==> src/rtl/dtmr_pkg.sv <==
package dtmr_pkg;

    localparam int REG_W      = 8;
    localparam int NUM_REGS   = 6;
    localparam int NUM_TIMERS = 2;
    localparam int NARROW_W   = 5;
    localparam int LO_BASE    = 2;
    localparam int HI_BASE    = 4;
    localparam int MODE_STRIDE = 4;
    localparam int NIB_W      = REG_W / 2;

    typedef enum logic [2:0] {
        OFF_CTRL = 3'd0,
        OFF_MODE = 3'd1,
        OFF_LO_A = 3'd2,
        OFF_LO_B = 3'd3,
        OFF_HI_A = 3'd4,
        OFF_HI_B = 3'd5
    } reg_off_e;

    typedef enum logic [1:0] {
        TM_0 = 2'd0,
        TM_1 = 2'd1,
        TM_2 = 2'd2,
        TM_3 = 2'd3
    } tmode_e;

    // Position of timer t's overflow flag inside the control upper nibble
    function automatic int flag_nib_pos(input int t);
        return 2 * t + 1;
    endfunction

    // Value stored by a host write to a low count register
    function automatic logic [REG_W-1:0] lo_write_val(input tmode_e m,
                                                      input logic [REG_W-1:0] d);
        logic [REG_W-1:0] v;
        if (m == TM_0) v = {{(REG_W-NARROW_W){1'b0}}, d[NARROW_W-1:0]};
        else           v = d;
        return v;
    endfunction

endpackage

==> src/rtl/dtmr_bus_if.sv <==
module dtmr_bus_if
    import dtmr_pkg::*;
#(
    parameter int ADR_W  = 5,
    parameter int DATA_W = 32
) (
    input  logic                      clk,
    input  logic                      rst,
    input  logic                      cyc,
    input  logic                      stb,
    input  logic                      we,
    input  logic [ADR_W-1:0]          adr,
    input  logic [NUM_REGS*REG_W-1:0] reg_flat,
    output logic                      ack,
    output logic [DATA_W-1:0]         rdata,
    output logic [NUM_REGS-1:0]       wr_stb
);
    localparam int OFF_W = ADR_W - 2;

    logic             accept;
    logic [OFF_W-1:0] off;
    logic [REG_W-1:0] rd_byte;

    assign accept = cyc && stb && !ack;
    assign off    = adr[ADR_W-1:2];

    for (genvar i = 0; i < NUM_REGS; i++) begin : g_dec
        assign wr_stb[i] = accept && we && (off == OFF_W'(i));
    end

    always_comb begin
        rd_byte = '0;
        for (int i = 0; i < NUM_REGS; i++) begin
            if (off == OFF_W'(i)) rd_byte = reg_flat[i*REG_W +: REG_W];
        end
    end

    always_ff @(posedge clk) begin
        if (rst) begin
            ack   <= 1'b0;
            rdata <= '0;
        end else begin
            ack <= accept;
            if (accept && !we) rdata <= DATA_W'(rd_byte);
        end
    end


    ack_single_chk: assert property (@(posedge clk) disable iff (rst)
        ack |=> !ack);

    ack_cause_chk: assert property (@(posedge clk) disable iff (rst)
        ack |-> $past(cyc && stb));

    strobe_excl_chk: assert property (@(posedge clk) disable iff (rst)
        $onehot0(wr_stb));

endmodule

==> src/rtl/dtmr_ctrl_reg.sv <==
module dtmr_ctrl_reg
    import dtmr_pkg::*;
(
    input  logic                  clk,
    input  logic                  rst,
    input  logic                  host_we,
    input  logic [NIB_W-1:0]      host_nib,
    input  logic [NIB_W-1:0]      status,
    input  logic [NUM_TIMERS-1:0] flag_set,
    output logic [REG_W-1:0]      q
);
    logic [NIB_W-1:0] hi_q;
    logic [NIB_W-1:0] lo_q;

    always_ff @(posedge clk) begin
        if (rst) begin
            hi_q <= '0;
            lo_q <= '0;
        end else begin
            lo_q <= status;
            if (host_we) begin
                hi_q <= host_nib;
            end else begin
                for (int t = 0; t < NUM_TIMERS; t++) begin
                    if (flag_set[t]) hi_q[flag_nib_pos(t)] <= 1'b1;
                end
            end
        end
    end

    assign q = {hi_q, lo_q};


    ctrl_host_chk: assert property (@(posedge clk) disable iff (rst)
        host_we |=> q[REG_W-1:NIB_W] == $past(host_nib));

    flag_a_chk: assert property (@(posedge clk) disable iff (rst)
        (!host_we && flag_set[0]) |=> q[5]);

    flag_b_chk: assert property (@(posedge clk) disable iff (rst)
        (!host_we && flag_set[1]) |=> q[7]);

endmodule

==> src/rtl/dtmr_count_reg.sv <==
module dtmr_count_reg
    import dtmr_pkg::*;
#(
    parameter bit IS_LOW = 1'b0
) (
    input  logic             clk,
    input  logic             rst,
    input  logic [1:0]       mode,
    input  logic             host_we,
    input  logic [REG_W-1:0] host_data,
    input  logic             core_we,
    input  logic [REG_W-1:0] core_data,
    output logic [REG_W-1:0] q
);
    logic [REG_W-1:0] host_val;

    if (IS_LOW) begin : g_low
        assign host_val = lo_write_val(tmode_e'(mode), host_data);


        lo_narrow_chk: assert property (@(posedge clk) disable iff (rst)
            (host_we && mode == 2'b00) |=> q[REG_W-1:NARROW_W] == '0);

        lo_wide_chk: assert property (@(posedge clk) disable iff (rst)
            (host_we && mode != 2'b00) |=> q == $past(host_data));
    end else begin : g_high
        assign host_val = host_data;


        hi_full_chk: assert property (@(posedge clk) disable iff (rst)
            host_we |=> q == $past(host_data));
    end

    always_ff @(posedge clk) begin
        if (rst)          q <= '0;
        else if (host_we) q <= host_val;
        else if (core_we) q <= core_data;
    end


    core_load_chk: assert property (@(posedge clk) disable iff (rst)
        (core_we && !host_we) |=> q == $past(core_data));

endmodule

==> src/rtl/dtmr_regbank.sv <==
module dtmr_regbank
    import dtmr_pkg::*;
#(
    parameter int ADR_W  = 5,
    parameter int DATA_W = 32
) (
    input  logic                        clk,
    input  logic                        rst,
    input  logic                        wb_cyc,
    input  logic                        wb_stb,
    input  logic                        wb_we,
    input  logic [ADR_W-1:0]            wb_adr,
    input  logic [DATA_W-1:0]           wb_wdata,
    output logic [DATA_W-1:0]           wb_rdata,
    output logic                        wb_ack,
    input  logic [NIB_W-1:0]            core_status,
    input  logic [NUM_TIMERS-1:0]       core_flag_set,
    input  logic [NUM_TIMERS-1:0]       core_lo_load,
    input  logic [NUM_TIMERS*REG_W-1:0] core_lo_val,
    input  logic [NUM_TIMERS-1:0]       core_hi_load,
    input  logic [NUM_TIMERS*REG_W-1:0] core_hi_val
);
    logic [NUM_REGS-1:0]       wr_stb;
    logic [REG_W-1:0]          regs [NUM_REGS];
    logic [NUM_REGS*REG_W-1:0] reg_flat;
    logic [REG_W-1:0]          wbyte;
    logic [REG_W-1:0]          mode_q;

    assign wbyte = wb_wdata[REG_W-1:0];

    for (genvar i = 0; i < NUM_REGS; i++) begin : g_flat
        assign reg_flat[i*REG_W +: REG_W] = regs[i];
    end

    dtmr_bus_if #(.ADR_W(ADR_W), .DATA_W(DATA_W)) u_bus (
        .clk      (clk),
        .rst      (rst),
        .cyc      (wb_cyc),
        .stb      (wb_stb),
        .we       (wb_we),
        .adr      (wb_adr),
        .reg_flat (reg_flat),
        .ack      (wb_ack),
        .rdata    (wb_rdata),
        .wr_stb   (wr_stb)
    );

    dtmr_ctrl_reg u_ctrl (
        .clk      (clk),
        .rst      (rst),
        .host_we  (wr_stb[OFF_CTRL]),
        .host_nib (wbyte[REG_W-1:NIB_W]),
        .status   (core_status),
        .flag_set (core_flag_set),
        .q        (regs[OFF_CTRL])
    );

    always_ff @(posedge clk) begin
        if (rst)                   mode_q <= '0;
        else if (wr_stb[OFF_MODE]) mode_q <= wbyte;
    end
    assign regs[OFF_MODE] = mode_q;

    for (genvar t = 0; t < NUM_TIMERS; t++) begin : g_tmr
        dtmr_count_reg #(.IS_LOW(1'b1)) u_lo (
            .clk       (clk),
            .rst       (rst),
            .mode      (mode_q[t*MODE_STRIDE +: 2]),
            .host_we   (wr_stb[LO_BASE+t]),
            .host_data (wbyte),
            .core_we   (core_lo_load[t]),
            .core_data (core_lo_val[t*REG_W +: REG_W]),
            .q         (regs[LO_BASE+t])
        );
        dtmr_count_reg #(.IS_LOW(1'b0)) u_hi (
            .clk       (clk),
            .rst       (rst),
            .mode      (mode_q[t*MODE_STRIDE +: 2]),
            .host_we   (wr_stb[HI_BASE+t]),
            .host_data (wbyte),
            .core_we   (core_hi_load[t]),
            .core_data (core_hi_val[t*REG_W +: REG_W]),
            .q         (regs[HI_BASE+t])
        );
    end


    reset_ack_chk: assert property (@(posedge clk)
        $past(rst) |-> !wb_ack);

endmodule

==> config.mk <==
export PLATFORM = sky130hd
export DESIGN_NAME = dtmr_regbank
export DESIGN_NICKNAME = d
export VERILOG_FILES = /design/src/rtl/dtmr_pkg.sv /design/src/rtl/dtmr_bus_if.sv /design/src/rtl/dtmr_ctrl_reg.sv /design/src/rtl/dtmr_count_reg.sv /design/src/rtl/dtmr_regbank.sv
export SDC_FILE = /design/constraint.sdc
export NUM_CORES = 1
export LEC_CHECK = 0
export ABC_AREA = 1
export CAP_MARGIN = 30
export CORE_ASPECT_RATIO = 0.6
export CORE_MARGIN = 4
export CORE_UTILIZATION = 45
export CTS_BUF_LIST = sky130_fd_sc_hd__clkbuf_8
export DETAILED_ROUTE_END_ITERATION = 7
export PLACE_DENSITY = 0.81
export SETUP_SLACK_MARGIN = 0.3
export SLEW_MARGIN = 20
export SYNTH_ARGS = -nofsm -noshare
export SYNTH_HDL_FRONTEND = slang
export SYNTH_HIERARCHICAL = 1
export SYNTH_SLANG_ARGS = --single-unit
==> constraint.sdc <==
create_clock -name clk -period 2.24 [get_ports clk]
set_input_delay 0.224 -clock clk [delete_from_list [all_inputs] [get_ports clk]]
set_output_delay 0.224 -clock clk [all_outputs]
set_load 0.005 [all_outputs]
==> results.toml <==
[status]
status = "finished, final reports clean"

[yosys]
netlist_area_um2 = 3270
ys.warnings.count = 6
yosysSeqAreaShare_pct = 34.9
synth_top_area_share_pct = 34.9
synthTopCellsByArea = "dfxtp_1 (35%), nand2_1 (19%), nand3_1 (11%)"
synthCells = 506
synth.distinct_cells = 25
ys_seq_elements = 57
synth_top_area_cell = "dfxtp_1"
syn_area_per_cell_um2 = 6.46

[placed_design]
dpl-instance-area_um2 = 3930
finalWeightedCongestion = 0.983
io_buffer_count = 66
dp_hpwl_um = 7290
preCtsSetupSlack_ns = 0.163

[clock_network]
hold_buffers = 0
postCtsSetupRepairBufs = 0
cts_buffer_depth = 2
numClockSinks = 57
cts-root-buf = "clkbuf_8"
cts-resized-gates = 0
htreeDepth = 3
clkTransAtPathRegs_ns = 0.06
cts_tree = "built"
cts-buffers-inserted = 9
insertion_delay_ns = 0.34

[route]
final_antenna_net_count = 0
num_vias = 3361
drc_errors = 0
wl_um = 9470
detail_route.iter0.violations = 348
wl_per_cell_um = 14.1
dr.pass1.iters = 5
vias_per_cell = 5.02

[setup_path]
required_ns = 2.48
cp-end-kind = "flop"
critPathKind = "in -> reg"
start_kind = "input port"
worst-path-max-fanout = 10
critical_path_arrival_ns = 2.04

[die]
fp.dieArea_um2 = 8740
start_util_pct = 47.7
die_y_um = 74.0
placementRows = 23
fp.coreArea_um2 = 6850
ios = 117
die_w_um = 118

[sta]
max_freq_mhz = 557
finalWorstSetupSlack_ns = 0.444
skew_ns = 0.00489
worst-slew-pin-transition_ns = 0.527
period_minus_slack_ns = 1.80
slew_headroom_pct = 64.8
post-route-period-util_pct = 80.2
rsz0062_at_grt = "false"
fin_tns_setup_ns = 0
hold_viol = 0
setup_viol = 0
drv_slew = 0

[pwr]
static-leakage-power_nw = 2.02
peakVddDrop_uv = 294
total_power_mw = 2.33
power.density_nw_per_um2 = 566

[final_layout]
finish.utilization_pct = 60.0
n_antenna_cell = 0
syn2layout_area_growth_pct = 25.7
final_common_cell = "nand2_1"
nNetsFinal = 663
fillerInstances = 644
final_cell_mix = "nand2_1 (165), nand3_1 (72), clkdlybuf4s50_1 (66)"
drive_above_1_share_pct = 9.43
fin_area_um2 = 4110

[global_route]
track_usage_pct = 22.2
grt_pass1_wl_um = 15100
grt_pass1_vias = 3205
grt_antenna_before_repair = 0
grt_max_degree = 17
overflow = 0

[job]
max-cap-violations = 0

[hold_path]
worst_hold_path_type = "in -> reg"
[Yosys cell counts, drive strengths merged]
library cell and n:
a21oi 14, buf 38, clkbuf 1, conb 1
dfxtp 57, inv 73, nand2 166, nand3 72
nand3b 6, nand4 10, nor2 57, nor3 4
nor4 4, o21ai 2, or2 1
[kinds of logic after synthesis]
| kind of cell | Yosys count | synth area share, % |
|---|---|---|
| and+or+nand+nor | 320 | 43.4 |
| buffers and inverters | 112 | 18.2 |
| other | 1 | 0.115 |
| DFF | 57 | 34.9 |
| AOI/OAI and AO/OA | 16 | 3.37 |
[layer usage]
layer,vias to the layer above,wire (um),share of wire (%),GRT usage [%]
met2,153,4050,43,35.1
met3,19,899,9.5,7.37
met1,1524,4350,46,28.7
li1,1665,-,-,-
met5,-,0,0,0
met4,0,170,1.8,8.96
[worst paths after layout]
| kind | start | to | slack, ns | cells after the start |
|---|---|---|---|---|
| setup / recovery | wb_cyc | g_tmr[1].u_hi/q[2] | 0.44 | 11 |
| hold / removal | core_status[1] | u_ctrl/lo_q[1] | 0.42 | 3 |
| setup reg to reg | u_bus/ack | g_tmr[1].u_hi/q[2] | 0.51 | 9 |
| hold reg to reg | mode_q[3] | mode_q[3] | 0.48 | 2 |
[worst max-delay path: stages]
cell and delay, ns:
clkdlybuf4s50_1 0.46, nand2_1 0.05, nor2_1 0.13, nand2_1 0.25
nor4_2 0.24, buf_4 0.25, inv_2 0.11, nand3_1 0.12
nand3_1 0.09, nand2_1 0.06, inv_1 0.04
[area by class of cell]
class,instances,area [um^2],area share [%]
clock buffers,12,165,4.02
well taps,87,109,2.65
inverters,73,279,6.79
flip-flops and latches,57,1140,27.8
multi-input cells,360,1640,39.8
repair buffers,78,763,18.6
clock inverters,3,15.0,0.365
[where the power goes]
part           total (mW)  switching [mW]  internal, mW
clock network       0.872           0.393         0.479
registers            1.09          0.0264          1.06
logic               0.368           0.199         0.169
total                2.33           0.618          1.71
[registers in the layout, summed over array words and instances (netlist names)]
| name | flops |
|---|---|
| g_tmr.u_hi/q | 16 |
| g_tmr.u_lo/q | 16 |
| mode_q | 8 |
| u_bus/ack | 1 |
| u_bus/rdata | 8 |
| u_ctrl/hi_q | 4 |
| u_ctrl/lo_q | 4 |
[through the flow]
step	hold slack [ns]	cells
2_1_floorplan	0.295	529
3_3_place_gp	0.463	655
3_5_place_dp	0.469	655
4_1_cts	0.405	670
5_1_grt	0.411	670
6_report	0.415	670
Note: power is estimated with default switching activity, not from simulation.
